File: src/rtl/tmv_pkg.sv
package tmv_pkg;

  localparam int unsigned DATA_W = 32;

  typedef logic signed [DATA_W-1:0] word_t;

  // control phases of one layer run
  typedef enum logic [2:0] {
    PH_IDLE,
    PH_REQX,
    PH_LOADX,
    PH_REQW,
    PH_FILL,
    PH_CALC,
    PH_FIN
  } phase_e;

  // strobes from control to datapath
  typedef struct packed {
    logic loadX;   // write dataWord into the input-vector registers
    logic loadW;   // write dataWord into the weight scratchpad
    logic mac;     // accumulate one product
    logic commit;  // last column: write relu(sum) and clear the accumulator
  } dp_strobe_t;

  function automatic word_t reluClip(word_t v);
    return v[DATA_W-1] ? '0 : v;
  endfunction

endpackage

File: src/rtl/tmv_datapath.sv
module tmv_datapath
  import tmv_pkg::*;
#(
  parameter int unsigned ROWS  = 10,
  parameter int unsigned COLS  = 16,
  parameter int unsigned BATCH = 3,
  parameter int unsigned LENW  = 6,
  parameter int unsigned ROWW  = 4,
  parameter int unsigned RIW   = 2,
  parameter int unsigned COLW  = 4
) (
  input  logic             clk,
  input  logic             rstN,
  input  dp_strobe_t       strobe,
  input  logic [LENW-1:0]  wrIdx,
  input  logic [RIW-1:0]   macRow,
  input  logic [COLW-1:0]  macCol,
  input  logic [ROWW-1:0]  resRow,
  input  word_t            dataWord,
  input  logic [ROWW-1:0]  resIdx,
  output word_t            resData
);

  localparam int unsigned SPM_DEPTH = BATCH * COLS;
  localparam int unsigned SPMW      = (SPM_DEPTH > 1) ? $clog2(SPM_DEPTH) : 1;

  // input vector held in flops, one element per generate slice
  logic [COLS*DATA_W-1:0] xFlat;

  for (genvar g = 0; g < COLS; g++) begin : gXreg
    word_t q;
    always_ff @(posedge clk or negedge rstN) begin
      if (!rstN)                                   q <= '0;
      else if (strobe.loadX && wrIdx == LENW'(g))  q <= dataWord;
    end
    assign xFlat[g*DATA_W +: DATA_W] = q;
  end

  // weight scratchpad for one batch, row-major
  word_t spm [SPM_DEPTH];

  always_ff @(posedge clk) begin
    if (strobe.loadW) spm[SPMW'(wrIdx)] <= dataWord;
  end

  logic [SPMW-1:0] spmAddr;
  word_t           spmRd;
  word_t           xRd;
  word_t           prod;
  word_t           acc;
  word_t           nextSum;

  always_comb begin
    spmAddr = SPMW'(32'(macRow) * COLS + 32'(macCol));
    spmRd   = spm[spmAddr];
    xRd     = word_t'(xFlat[32'(macCol)*DATA_W +: DATA_W]);
    prod    = spmRd * xRd;
    nextSum = acc + prod;
  end

  always_ff @(posedge clk or negedge rstN) begin
    if (!rstN)              acc <= '0;
    else if (strobe.commit) acc <= '0;
    else if (strobe.mac)    acc <= nextSum;
  end

  // hidden-layer result bank
  word_t resMem [ROWS];

  always_ff @(posedge clk or negedge rstN) begin
    if (!rstN) begin
      for (int i = 0; i < ROWS; i++) resMem[i] <= '0;
    end else if (strobe.commit) begin
      resMem[resRow] <= reluClip(nextSum);
    end
  end

  assign resData = (resIdx < ROWW'(ROWS)) ? resMem[resIdx] : '0;

endmodule

File: src/rtl/tmv_control.sv
module tmv_control
  import tmv_pkg::*;
#(
  parameter int unsigned ROWS  = 10,
  parameter int unsigned COLS  = 16,
  parameter int unsigned BATCH = 3,
  parameter int unsigned LENW  = 6,
  parameter int unsigned ROWW  = 4,
  parameter int unsigned RIW   = 2,
  parameter int unsigned COLW  = 4
) (
  input  logic             clk,
  input  logic             rstN,
  input  logic             start,
  input  logic             dataValid,
  output logic             busy,
  output logic             done,
  output logic             outValid,
  output logic             fetchReq,
  output logic             fetchWeights,
  output logic [ROWW-1:0]  fetchRow,
  output logic [LENW-1:0]  fetchLen,
  output dp_strobe_t       strobe,
  output logic [LENW-1:0]  wrIdx,
  output logic [RIW-1:0]   macRow,
  output logic [COLW-1:0]  macCol,
  output logic [ROWW-1:0]  resRow
);

  phase_e          phase;
  logic [LENW-1:0] wordCnt;
  logic [ROWW-1:0] batchBase;
  logic [RIW-1:0]  rowIdx;
  logic [COLW-1:0] colIdx;
  logic            outQ;

  logic [ROWW-1:0] remaining;
  logic [RIW-1:0]  batchRows;
  logic [LENW-1:0] batchLen;
  logic            lastCol;
  logic            lastRow;
  logic            lastBatch;
  logic            lastXWord;
  logic            lastWWord;

  always_comb begin
    remaining = ROWW'(ROWS) - batchBase;
    batchRows = (32'(remaining) > BATCH) ? RIW'(BATCH) : RIW'(remaining);
    batchLen  = LENW'(32'(batchRows) * COLS);
    lastCol   = (colIdx == COLW'(COLS - 1));
    lastRow   = (rowIdx == batchRows - RIW'(1));
    lastBatch = (32'(batchBase) + 32'(batchRows)) >= ROWS;
    lastXWord = (wordCnt == LENW'(COLS - 1));
    lastWWord = (wordCnt == batchLen - LENW'(1));
  end

  always_ff @(posedge clk or negedge rstN) begin
    if (!rstN) begin
      phase     <= PH_IDLE;
      wordCnt   <= '0;
      batchBase <= '0;
      rowIdx    <= '0;
      colIdx    <= '0;
      outQ      <= 1'b0;
    end else begin
      unique case (phase)
        PH_IDLE: begin
          if (start) begin
            phase <= PH_REQX;
            outQ  <= 1'b0;
          end
        end
        PH_REQX: begin
          phase   <= PH_LOADX;
          wordCnt <= '0;
        end
        PH_LOADX: begin
          if (dataValid) begin
            wordCnt <= wordCnt + LENW'(1);
            if (lastXWord) begin
              phase     <= PH_REQW;
              batchBase <= '0;
            end
          end
        end
        PH_REQW: begin
          phase   <= PH_FILL;
          wordCnt <= '0;
        end
        PH_FILL: begin
          if (dataValid) begin
            wordCnt <= wordCnt + LENW'(1);
            if (lastWWord) begin
              phase  <= PH_CALC;
              rowIdx <= '0;
              colIdx <= '0;
            end
          end
        end
        PH_CALC: begin
          if (lastCol) begin
            colIdx <= '0;
            if (lastRow) begin
              if (lastBatch) begin
                phase <= PH_FIN;
              end else begin
                batchBase <= batchBase + ROWW'(batchRows);
                phase     <= PH_REQW;
              end
            end else begin
              rowIdx <= rowIdx + RIW'(1);
            end
          end else begin
            colIdx <= colIdx + COLW'(1);
          end
        end
        PH_FIN: begin
          outQ  <= 1'b1;
          phase <= PH_IDLE;
        end
        default: phase <= PH_IDLE;
      endcase
    end
  end

  always_comb begin
    busy          = (phase != PH_IDLE);
    done          = (phase == PH_FIN);
    outValid      = outQ;
    fetchReq      = (phase == PH_REQX) || (phase == PH_REQW);
    fetchWeights  = (phase == PH_REQW);
    fetchRow      = (phase == PH_REQW) ? batchBase : '0;
    fetchLen      = (phase == PH_REQW) ? batchLen : LENW'(COLS);
    strobe.loadX  = (phase == PH_LOADX) && dataValid;
    strobe.loadW  = (phase == PH_FILL) && dataValid;
    strobe.mac    = (phase == PH_CALC);
    strobe.commit = (phase == PH_CALC) && lastCol;
    wrIdx         = wordCnt;
    macRow        = rowIdx;
    macCol        = colIdx;
    resRow        = batchBase + ROWW'(rowIdx);
  end

endmodule

File: src/rtl/tiled_mv_relu.sv
module tiled_mv_relu
  import tmv_pkg::*;
#(
  parameter  int unsigned ROWS      = 10,
  parameter  int unsigned COLS      = 16,
  parameter  int unsigned SPM_BYTES = 260,
  localparam int unsigned SPM_WORDS = SPM_BYTES / 4,
  localparam int unsigned BATCH     = (SPM_WORDS - COLS - 1) / COLS,
  localparam int unsigned LENW      = $clog2(BATCH * COLS + 1),
  localparam int unsigned ROWW      = $clog2(ROWS + 1),
  localparam int unsigned RIW       = $clog2(BATCH + 1),
  localparam int unsigned COLW      = $clog2(COLS)
) (
  input  logic                clk,
  input  logic                rstN,
  input  logic                start,
  output logic                busy,
  output logic                done,
  output logic                outValid,
  output logic                fetchReq,
  output logic                fetchWeights,
  output logic [ROWW-1:0]     fetchRow,
  output logic [LENW-1:0]     fetchLen,
  input  logic                dataValid,
  input  logic [DATA_W-1:0]   dataWord,
  input  logic [ROWW-1:0]     resIdx,
  output logic [DATA_W-1:0]   resData
);

  dp_strobe_t      strobe;
  logic [LENW-1:0] wrIdx;
  logic [RIW-1:0]  macRow;
  logic [COLW-1:0] macCol;
  logic [ROWW-1:0] resRow;
  word_t           resWord;

  tmv_control #(
    .ROWS(ROWS), .COLS(COLS), .BATCH(BATCH),
    .LENW(LENW), .ROWW(ROWW), .RIW(RIW), .COLW(COLW)
  ) ctrl_i (
    .clk          (clk),
    .rstN         (rstN),
    .start        (start),
    .dataValid    (dataValid),
    .busy         (busy),
    .done         (done),
    .outValid     (outValid),
    .fetchReq     (fetchReq),
    .fetchWeights (fetchWeights),
    .fetchRow     (fetchRow),
    .fetchLen     (fetchLen),
    .strobe       (strobe),
    .wrIdx        (wrIdx),
    .macRow       (macRow),
    .macCol       (macCol),
    .resRow       (resRow)
  );

  tmv_datapath #(
    .ROWS(ROWS), .COLS(COLS), .BATCH(BATCH),
    .LENW(LENW), .ROWW(ROWW), .RIW(RIW), .COLW(COLW)
  ) dp_i (
    .clk      (clk),
    .rstN     (rstN),
    .strobe   (strobe),
    .wrIdx    (wrIdx),
    .macRow   (macRow),
    .macCol   (macCol),
    .resRow   (resRow),
    .dataWord (word_t'(dataWord)),
    .resIdx   (resIdx),
    .resData  (resWord)
  );

  assign resData = resWord;

endmodule

File: config.mk
export PLATFORM = sky130hd
export DESIGN_NAME = tiled_mv_relu
export DESIGN_NICKNAME = d
export VERILOG_FILES = /design/src/rtl/tmv_pkg.sv /design/src/rtl/tmv_datapath.sv /design/src/rtl/tmv_control.sv /design/src/rtl/tiled_mv_relu.sv
export SDC_FILE = /design/constraint.sdc
export NUM_CORES = 2
export LEC_CHECK = 0
export ABC_AREA = 1
export CAP_MARGIN = 30
export CORE_AREA = 4 4 442 444
export CTS_BUF_LIST = sky130_fd_sc_hd__clkbuf_16
export CTS_CLUSTER_SIZE = 20
export DETAILED_ROUTE_END_ITERATION = 16
export DIE_AREA = 0 0 446 448
export HOLD_SLACK_MARGIN = 0.15
export PLACE_DENSITY = 0.79
export SYNTH_ARGS = -nofsm -noshare
export SYNTH_HDL_FRONTEND = slang
export SYNTH_SLANG_ARGS = --single-unit
File: constraint.sdc
create_clock -name clk -period 9.8 [get_ports clk]
set_input_delay 0.98 -clock clk [delete_from_list [all_inputs] [get_ports clk]]
set_output_delay 0.98 -clock clk [all_outputs]
set_load 0.05 [all_outputs]
==> results by group <==
Route
  • Initial DRC count: 12600
  • Post-route antenna net violation count: 0
  • DRT Pass-1 Iters: 8
  • Via density: 6.20
  • Wire per inst: 23.5 um
  • DRC: 0
  • Routed via count: 91200
  • Total wire length: 345 mm

Timing
  • Actual slew at the worst max-slew pin: 1.16 ns
  • Setup Skew: 0.0537 ns
  • Final hold violation count: 0
  • Final setup fails: 0
  • Fin crit share: 96.2%
  • Max-slew violation count: 0
  • Fin crit period: 9.43 ns
  • Max-Slew Margin vs Limit: 22.7%
  • Setup_tns: 0 ns
  • Max Fclk: 106 MHz

Placed design
  • GPL Wtd Cong: 0.966
  • Dpl hpwl: 203 mm
  • Port-buffer cells: 81

Clocking
  • Reg clk slew, reported paths: 0.06 ns
  • Inserted Clock Buffers: 231
  • Clk_lat worst skew: 0.91 ns
  • CTS root buffer: clkbuf_16
  • H-tree depth: 4
  • Worst-case clock buffer depth: 3
  • Sink Count: 2410
  • CTS tree: built

Finish
  • Leading cell type in the layout, fill and taps excluded: nand2_1
  • Most frequent cells in the layout: nand2_1 (2442), edfxtp_1 (1536), nor2_1 (1496)
  • Layout Utilization: 68.7%
  • NumNets Final: 12600
  • Layout cells sized above 1: 7.55%
  • Synth-to-layout area growth: 9.71%

Synthesis
  • Ys flop type: edfxtp_1
  • Synthesized netlist cell count: 12100
  • Mapped Area: 0.120 mm^2
  • Yosys warns: 0
  • FFs w/ async S/R, synth: 36.3%
  • Synth Area per Inst: 9.91 um^2
  • Seq/Total Area, Yosys: 56.7%
  • Unique masters post-synth: 54
  • Yosys reg bits: 2410
  • Post-synth EDFFs: 1536

Floorplan
  • Area of the die: 0.200 mm^2
  • Core Region: 0.192 mm^2
  • Die X: 446 um
  • Initial Util: 62.6%
  • Num ports: 87
  • Die Y: 448 um
  • Cell Rows: 161

GRT
  • Met3 Resource Use GR: 7.15%
  • Met2 GRT Util: 55.0%
  • Met1 global-route usage: 45.5%
  • First-pass GRT wire length: 525 mm
  • Largest net degree at the start of global routing: 207
  • Vias in the first global route: 89700
  • Gr ovfl total: 0
  • GRT Overall Usage: 34.5%
  • Initial antenna violation count: 7
  • Gr busiest metal: met2

Setup path
  • R2R setup slack: 0.37 ns
  • CP startpoint kind: flip-flop
  • CP max stage delay: 0.58 ns
  • CP arrival: 10.23 ns
  • CP bufs+invs: 10
  • Req. time, crit path: 10.60 ns
  • Slowest-stage cell, CP: dfrtp_4
  • Critical path's top delay family: adder cells
  • Crit. End Element: flip-flop
  • Max FO, Critical Path: 31
  • Setup CP Type: reg -> reg

Run status
  • Status: completed

Hold path
  • Min-delay worst type: in -> reg

Run
  • Max cap viols: 0
==> metal layers <==
layer / wire length [um] / up-vias
met3: 43400 / 1259
met1: 123000 / 44000
met4: 20400 / 2
li1: - / 39800
met5: 12 / -
met2: 158000 / 6148
==> sequential cells by signal (all words and copies together) (netlist names) <==
register	cells
ctrl_i.outValid	1
dp_i.gXreg.q	512
ctrl_i.batchBase	4
ctrl_i.macCol	4
ctrl_i.macRow	2
dp_i.resMem	310
ctrl_i.phase	3
dp_i.acc	32
dp_i.spm	1536
ctrl_i.wrIdx	6
==> cell usage after synthesis (3+ instances only) <==
| master | number | area, um^2 |
|---|---|---|
| edfxtp_1 | 1536 | 46100 |
| buf_12 | 3 | 60.1 |
| a21oi_1 | 348 | 1740 |
| nand2_1 | 2456 | 9220 |
| buf_4 | 86 | 646 |
| buf_6 | 57 | 642 |
| o211ai_1 | 143 | 1070 |
| inv_1 | 1190 | 4470 |
| a221oi_1 | 3 | 26.3 |
| xor2_1 | 31 | 272 |
| clkbuf_1 | 420 | 1580 |
| xnor2_1 | 21 | 184 |
| o221ai_1 | 122 | 1070 |
| a32o_1 | 4 | 40.0 |
| a22o_1 | 9 | 78.8 |
| nor4_1 | 4 | 25.0 |
| o21bai_1 | 3 | 22.5 |
| mux2i_1 | 16 | 160 |
| buf_1 | 34 | 128 |
| dfrtp_1 | 874 | 21900 |
| nand3_4 | 31 | 543 |
| o21ai_0 | 1348 | 6750 |
| nor3_1 | 11 | 55.1 |
| nor2_1 | 1556 | 5840 |
| o31ai_1 | 5 | 37.5 |
| a21oi_2 | 50 | 438 |
| a21o_1 | 3 | 22.5 |
| xnor2_2 | 3 | 48.8 |
| nand3_1 | 743 | 3720 |
| buf_8 | 5 | 75.1 |
| o21ai_1 | 42 | 210 |
| nand3_2 | 16 | 160 |
| fa_1 | 439 | 8790 |
| buf_2 | 179 | 896 |
| nand2_2 | 6 | 37.5 |
| clkinv_1 | 5 | 18.8 |
| o22ai_1 | 83 | 519 |
| ha_1 | 160 | 2000 |
| inv_2 | 7 | 26.3 |
| nand3b_1 | 5 | 37.5 |
| a31o_2 | 7 | 61.3 |
| nand4_1 | 26 | 163 |
==> path summary, 6_finish.rpt <==
check                                     start              endpoint  cells past startpoint
min                                 dataWord[8]        dp_i.spm[5][8]                      1
max                            ctrl_i.macCol[0]      dp_i.resMem[256]                     38
min reg2reg                dp_i.gXreg[13].q[21]  dp_i.gXreg[13].q[21]                      2
max reg2reg                    ctrl_i.macCol[0]      dp_i.resMem[256]                     38
max in group asynchronous                  rstN   dp_i.gXreg[4].q[26]                      4
min in group asynchronous                  rstN      dp_i.resMem[209]                      2
==> layout make-up <==
class | count | area, um^2
multi-input cells | 7711 | 44000
well taps | 2526 | 3160
fillers | 13600 | 59900
clock inverters | 193 | 1500
inverters | 1203 | 4570
repair buffers | 433 | 4410
diodes | 5 | 12.5
repair inverters | 1 | 11.3
clock buffers | 237 | 5930
flip-flops and latches | 2410 | 68000
==> cell families (layout without fill, tap and decap cells) <==
kind of cell	count (synthesis)	in the layout	synth area share (%)
DFF	2410	2410	56.7
muxes	16	16	0.133
buffers and inverters	1987	2067	7.12
AOI/OAI and AO/OA	2177	2177	10.1
and+or+nand+nor	4858	4858	16.5
xor gates and xnor gates	56	56	0.434
adders and majority gates	599	599	8.99
other	1	10	0.00313
==> stage by stage <==
step	setup WS, ns	instances	hold WS (ns)	area [um^2]
6_report	0.369	14700	0.371	132000
2_1_floorplan	1.52	12100	0.448	120000
5_1_grt	-0.0102	14700	0.323	132000
3_3_place_gp	0.367	14300	0.461	124000
4_1_cts	0.199	14700	0.482	131000
3_5_place_dp	0.227	14300	0.468	124000
==> timing repair <==
action	CTS	global route
resized for setup	0	23
hold buffers	1	0
setup endpoints to repair	0	301
hold endpoints to repair	70	0
buffers inserted	0	3
Power is left out: the tool's default activity adds up to more than one toggle a clock period on the data nets, which glitch-free logic cannot reach.
